`config.mk`:
```
export PLATFORM = sky130hd
export DESIGN_NAME = sar_serial_seq
export DESIGN_NICKNAME = d
export VERILOG_FILES = /design/src/rtl/sar_seq_pkg.sv /design/src/rtl/sar_frame_ctl.sv /design/src/rtl/sar_approx.sv /design/src/rtl/sar_line_drive.sv /design/src/rtl/sar_serial_seq.sv
export SDC_FILE = /design/constraint.sdc
export NUM_CORES = 1
export LEC_CHECK = 0
export ABC_AREA = 1
export BUFFER_PORTS_ARGS = -buffer_cell sky130_fd_sc_hd__clkbuf_2
export CAP_MARGIN = 20
export CORE_AREA = 3 3 57 59
export CTS_CLUSTER_DIAMETER = 120
export DETAILED_ROUTE_END_ITERATION = 7
export DIE_AREA = 0 0 60 62
export SLEW_MARGIN = 25
export SYNTH_ARGS = -nofsm -noshare
export SYNTH_HDL_FRONTEND = slang
export SYNTH_HIERARCHICAL = 1
export SYNTH_SLANG_ARGS = --single-unit
export TNS_END_PERCENT = 50
```
`constraint.sdc`:
```
create_clock -name clk -period 2.4 [get_ports clk]
set_input_delay 0.36 -clock clk [delete_from_list [all_inputs] [get_ports clk]]
set_output_delay 0.36 -clock clk [all_outputs]
set_load 0.03 [all_outputs]
```
`src/rtl/sar_seq_pkg.sv`:
```
package sar_seq_pkg;

    localparam int SAR_BITS_DEF  = 8;
    localparam int PREP_CLKS_DEF = 2;

    typedef enum logic [2:0] {
        SEG_IDLE,
        SEG_PREP,
        SEG_SAMPLE,
        SEG_BIT,
        SEG_END
    } seg_e;

    typedef struct packed {
        logic drive;
        logic level;
        logic hold;
    } line_t;

    function automatic int frame_len(input int prep, input int bits);
        return prep + bits + 2;
    endfunction

    function automatic seg_e seg_of(input int ph, input int prep, input int bits);
        if (ph == 0)
            return SEG_IDLE;
        else if (ph <= prep)
            return SEG_PREP;
        else if (ph == prep + 1)
            return SEG_SAMPLE;
        else if (ph <= prep + 1 + bits)
            return SEG_BIT;
        else
            return SEG_END;
    endfunction

    function automatic int bit_of(input int ph, input int prep, input int bits);
        return prep + bits + 1 - ph;
    endfunction

endpackage

```
`src/rtl/sar_frame_ctl.sv`:
```
module sar_frame_ctl
    import sar_seq_pkg::*;
#(
    parameter int BITS = SAR_BITS_DEF,
    parameter int PREP = PREP_CLKS_DEF,
    parameter int PH_W = 4
) (
    input  logic            clk,
    input  logic            rst,
    input  logic            start_n,
    output logic [PH_W-1:0] phase,
    output seg_e            seg
);

    localparam int FRAME = frame_len(PREP, BITS);

    always_comb seg = seg_of(int'(phase), PREP, BITS);

    always_ff @(posedge clk) begin
        if (rst) begin
            phase <= '0;
        end else begin
            unique case (seg)
                SEG_IDLE: if (!start_n) phase <= PH_W'(1);
                SEG_END:  phase <= start_n ? '0 : PH_W'(1);
                default:  phase <= phase + PH_W'(1);
            endcase
        end
    end

    assert_frame_advance_R1: assert property (@(posedge clk) disable iff (rst)
        (seg != SEG_IDLE && seg != SEG_END) |=> (phase == $past(phase) + PH_W'(1)));

    assert_idle_start_R1: assert property (@(posedge clk) disable iff (rst)
        (seg == SEG_IDLE && !start_n) |=> (phase == PH_W'(1)));

    assert_chain_next_R9: assert property (@(posedge clk) disable iff (rst)
        (phase == PH_W'(FRAME) && !start_n) |=> (phase == PH_W'(1)));

    assert_single_stop_R8: assert property (@(posedge clk) disable iff (rst)
        (phase == PH_W'(FRAME) && start_n) |=> (phase == '0));

endmodule

```
`src/rtl/sar_approx.sv`:
```
module sar_approx
    import sar_seq_pkg::*;
#(
    parameter int BITS = SAR_BITS_DEF,
    parameter int PREP = PREP_CLKS_DEF,
    parameter int PH_W = 4
) (
    input  logic            clk,
    input  logic            rst,
    input  logic [PH_W-1:0] phase,
    input  seg_e            seg,
    input  logic            cmp_hi,
    output logic [BITS-1:0] trial_code
);

    localparam int IW = (BITS > 1) ? $clog2(BITS) : 1;

    logic [BITS-1:0] decided;
    logic [BITS-1:0] probe;
    logic [IW-1:0]   bidx;

    always_comb begin
        if (seg == SEG_BIT)
            bidx = IW'(bit_of(int'(phase), PREP, BITS));
        else
            bidx = '0;
    end

    for (genvar i = 0; i < BITS; i++) begin : g_slice
        always_ff @(negedge clk) begin
            if (rst)
                decided[i] <= 1'b0;
            else if (seg == SEG_PREP || seg == SEG_SAMPLE)
                decided[i] <= 1'b0;
            else if (seg == SEG_BIT && bidx == IW'(i))
                decided[i] <= cmp_hi;
        end

        always_comb probe[i] = (seg == SEG_BIT) && (bidx == IW'(i));
    end

    always_comb trial_code = decided | probe;

    assert_clear_before_bits_R6: assert property (@(negedge clk) disable iff (rst)
        (seg == SEG_SAMPLE) |=> (decided == '0));

endmodule

```
`src/rtl/sar_line_drive.sv`:
```
module sar_line_drive
    import sar_seq_pkg::*;
#(
    parameter int BITS = SAR_BITS_DEF,
    parameter int PREP = PREP_CLKS_DEF
) (
    input  logic  clk,
    input  logic  rst,
    input  seg_e  seg,
    input  logic  start_n,
    input  logic  cmp_hi,
    output line_t line_q
);

    localparam int FRAME = frame_len(PREP, BITS);

    always_ff @(negedge clk) begin
        if (rst) begin
            line_q <= '0;
        end else begin
            line_q.level <= (seg == SEG_BIT) ? cmp_hi : 1'b0;
            line_q.hold  <= (seg == SEG_SAMPLE) || (seg == SEG_BIT);
            line_q.drive <= (seg != SEG_IDLE) && !(seg == SEG_END && start_n);
        end
    end

    assert_hold_through_bits_R3: assert property (@(negedge clk) disable iff (rst)
        (seg == SEG_BIT) |=> line_q.hold);

    assert_release_on_high_R8: assert property (@(negedge clk) disable iff (rst)
        (seg == SEG_END && start_n) |=> !line_q.drive);

    initial begin
        assert_frame_shape_R1: assert (FRAME == PREP + BITS + 2);
    end

endmodule

```
`src/rtl/sar_serial_seq.sv`:
```
module sar_serial_seq
    import sar_seq_pkg::*;
#(
    parameter int BITS = SAR_BITS_DEF,
    parameter int PREP = PREP_CLKS_DEF
) (
    input  logic            clk,
    input  logic            rst,
    input  logic            start_n,
    input  logic            cmp_hi,
    output logic [BITS-1:0] trial_code,
    output logic            hold,
    output logic            sdata,
    output logic            sdata_oe
);

    localparam int FRAME = frame_len(PREP, BITS);
    localparam int PH_W  = $clog2(FRAME + 1);

    logic [PH_W-1:0] phase;
    seg_e            seg;
    line_t           line_q;

    sar_frame_ctl #(.BITS(BITS), .PREP(PREP), .PH_W(PH_W)) u_ctl (
        .clk     (clk),
        .rst     (rst),
        .start_n (start_n),
        .phase   (phase),
        .seg     (seg)
    );

    sar_approx #(.BITS(BITS), .PREP(PREP), .PH_W(PH_W)) u_sar (
        .clk        (clk),
        .rst        (rst),
        .phase      (phase),
        .seg        (seg),
        .cmp_hi     (cmp_hi),
        .trial_code (trial_code)
    );

    sar_line_drive #(.BITS(BITS), .PREP(PREP)) u_line (
        .clk     (clk),
        .rst     (rst),
        .seg     (seg),
        .start_n (start_n),
        .cmp_hi  (cmp_hi),
        .line_q  (line_q)
    );

    // Clock 12 pulls the pin low at its rising edge; the release follows at its falling edge.
    always_comb begin
        sdata    = line_q.level && (seg != SEG_END);
        sdata_oe = line_q.drive || (seg == SEG_PREP) || (seg == SEG_SAMPLE) || (seg == SEG_BIT);
        hold     = line_q.hold;
    end

    assert_pre_data_low_R2: assert property (@(posedge clk) disable iff (rst)
        (seg == SEG_PREP || seg == SEG_SAMPLE) |-> (sdata_oe && !sdata));

    assert_idle_quiet_R8: assert property (@(posedge clk) disable iff (rst)
        (seg == SEG_IDLE && $past(seg == SEG_IDLE)) |-> (!sdata_oe && !hold));

endmodule

```
==> flow_summary.toml <==
[outcome]
status = "finished, violations left"
violations = "negative setup slack"

[logic_synthesis]
ys_top_cells_by_area = "dfxtp_1 (37%), nand2_1 (11%), nor2_1 (11%)"
synth_nets = 128
syn_area_um2 = 817
synth_top_area_share_pct = 36.8
syn_area_per_cell_um2 = 6.75
syn_inst = 121
ys_seq_area_share_pct = 36.8
yosysUniqueCellTypes = 20
ys_ff_latch = 15
yosys_warnings = 6
synth_area_leader_cell = "dfxtp_1"

[routing]
drt_iter0_markers = 36
viasPerCell = 4.52
vias = 922
wl_per_cell_um = 10.3
drtAntennaViolNets = 0
drc = 0
first_pass_iters = 6
wl_mm = 2.11

[cts]
hold_buffers = 0
cts_buffer_depth = 2
cts-root-buf = "clkbuf_4"
clkLatencyLatePin_ns = 0.35
cts-buffers-inserted = 3
cts_tree = "built"
clkTransAtPathRegs_ns = 0.10
cts_sinks = 15
htreeDepth = 1

[power]
combPwrFrac_pct = 35.2
irDropWorstVdd_v = 0.000388
totalPowerFinal_mw = 0.748
p_int_mw = 0.473
seqPwrFrac_pct = 36.2
clockPowerShare_pct = 28.6
p_per_area_nw_per_um2 = 528
swShare_pct = 36.8
p_leak_nw = 0.677
p_switching_mw = 0.275

[sta]
holdWs_ns = 0.353
final.setup.worst_slack_ns = -0.445
skew_ns = 0.0668
slew_viol_final = 0
grt_setup_unrepaired = "yes"
relSlewSlack_pct = 79.5
setup-violations-final = 21
worstMarginPinSlew_ns = 0.306
hold_viol = 0

[final_layout]
layout_commonest_cell = "inv_1"
final_cell_mix = "inv_1 (26), nor2_1 (21), buf_4 (17)"
fin_nets = 181
fin_util_pct = 51.3
diodes = 0
fillers = 259
ff_latch_area_um2 = 313
drive_gt1_share_pct = 46.8
multi_input_area_um2 = 543
syn_to_final_growth_pct = 73.2

[global_routing]
grt_pass1_wl_mm = 3.66
grt_pass1_vias = 894
overflow = 0
grt.total_usage_pct = 13.0
antenna_found_initial = 0
grt_max_degree = 10

[floorplan]
rows = 19
die_h_um = 62
initial_core_util_pct = 29.6
die_x_um = 60
core_region_area_um2 = 2760
num_io_pins = 15
dieArea_um2 = 3720

[setup_path]
crit_top_cell = "nand2_4"
worst-path-max-fanout = 8
ff2ff_path_depth = 10
critical_path.max_stage_delay_ns = 0.38
crit_type = "flop to flop"
path_buf_inv = 2
path_cells = "inv_4 > ha_4 > nand2_4 > nand2_4 > a31oi_4 > buf_6 > or2_4 > a21oi_4 > nand2_1 > nor2_1"
arrival_ns = 1.93
path_depth = 10
path_delay_family = "simple AND/OR/NAND/NOR gates"
critPathSlowestCell = "dfxtp_4"
start_kind = "flop"
crit_required_ns = 1.48
crit_path_end_kind = "flop"

[hold_path]
min_delay_path_depth = 3
hp-class = "input port to flop"

[placed_design]
gp_congestion = 0.795
io_buffer_count = 14
dp_hpwl_mm = 1.59

[run]
drv_cap = 0
==> final timing paths <==
kind                                               startpoint                       endpoint  slack (ns)
worst min-delay path                                  start_n    u_ctl/phase[1]$_SDFFE_PP0P_        0.35
worst min register to register  u_sar/decided[4]$_SDFFE_NP0P_  u_sar/decided[4]$_SDFFE_NP0P_        0.48
worst max register to register    u_ctl/phase[1]$_SDFFE_PP0P_  u_sar/decided[1]$_SDFFE_NP0P_       -0.45
worst max-delay path              u_ctl/phase[1]$_SDFFE_PP0P_  u_sar/decided[1]$_SDFFE_NP0P_       -0.45
==> worst register-to-register path, cell delays in order (launching register included) <==
cell     delay, ns
dfxtp_4       0.38
inv_4         0.08
ha_4          0.14
nand2_4       0.06
nand2_4       0.10
a31oi_4       0.05
buf_6         0.14
or2_4         0.23
a21oi_4       0.27
nand2_1       0.08
nor2_1        0.12
==> kinds of logic after synthesis <==
group	share of synthesized area [%]
AO/OA/AOI/OAI	7.35
XOR/XNOR	1.07
adder cells (fa/ha/maj)	4.59
buffers and inverters	10.6
flip-flops	36.8
AND/OR/NAND/NOR	39.7
==> power by group through the flow <==
stage	sequential [mW]	combinational [mW]	clock, mW
after floorplan	0.282	0.137	0.0335
after global placement	0.274	0.212	0.0335
after detailed placement	0.275	0.218	0.0335
after CTS	0.270	0.243	0.224
after global routing	0.271	0.289	0.247
final	0.271	0.263	0.214
==> per-stage QoR <==
stage	TNS (ns)	setup WS (ns)	instance area (um2)	instances
3_3_place_gp	-3.48	-0.422	1190	188
5_1_grt	-6.81	-0.563	1420	204
2_1_floorplan	-4.23	-0.546	913	121
3_5_place_dp	-3.83	-0.471	1190	188
4_1_cts	-5.24	-0.392	1370	205
6_report	-5.06	-0.445	1420	204
==> cells in the mapped netlist <==
library cell and count:
nor3_1 4, nand3_1 4, nand2_1 23, o21ai_0 1
nand4_1 9, nor3_2 1, or2_4 1, inv_1 22
nor2_2 1, o21bai_1 1, nand2_2 3, a31oi_1 1
a21oi_1 5, a21oi_4 1, xnor2_1 1, nor2_1 23
nor2_4 1, dfxtp_1 15, buf_1 1, ha_1 3
==> sequential cells by signal, summed over array words and instances (netlist names) <==
register / flops
u_ctl/phase: 4
u_sar/decided: 8
u_line/line_q: 3
==> area by class of cell <==
cell class	count	area share [%]
multi-input combinational	83	38.4
timing repair buffer	40	26.3
clock buffer	3	1.59
inverter	20	5.66
sequential	15	22.1
tap	31	2.74
clock inverter	12	3.18
==> per-layer routing <==
metal | routed length (um) | track usage [%]
met1 | 856 | 13.0
met2 | 1110 | 24.8
met3 | 116 | 5.37
met4 | 23 | 3.48
met5 | 0 | 0
==> what timing repair did <==
item / in CTS / in global routing
pin swaps: 13 / 7
cloned: 0 / 0
setup buffers: 4 / 3
resized for setup: 27 / 22
endpoints found under the setup margin: 21 / 22
No activity file was read; power rests on OpenSTA's default activity.
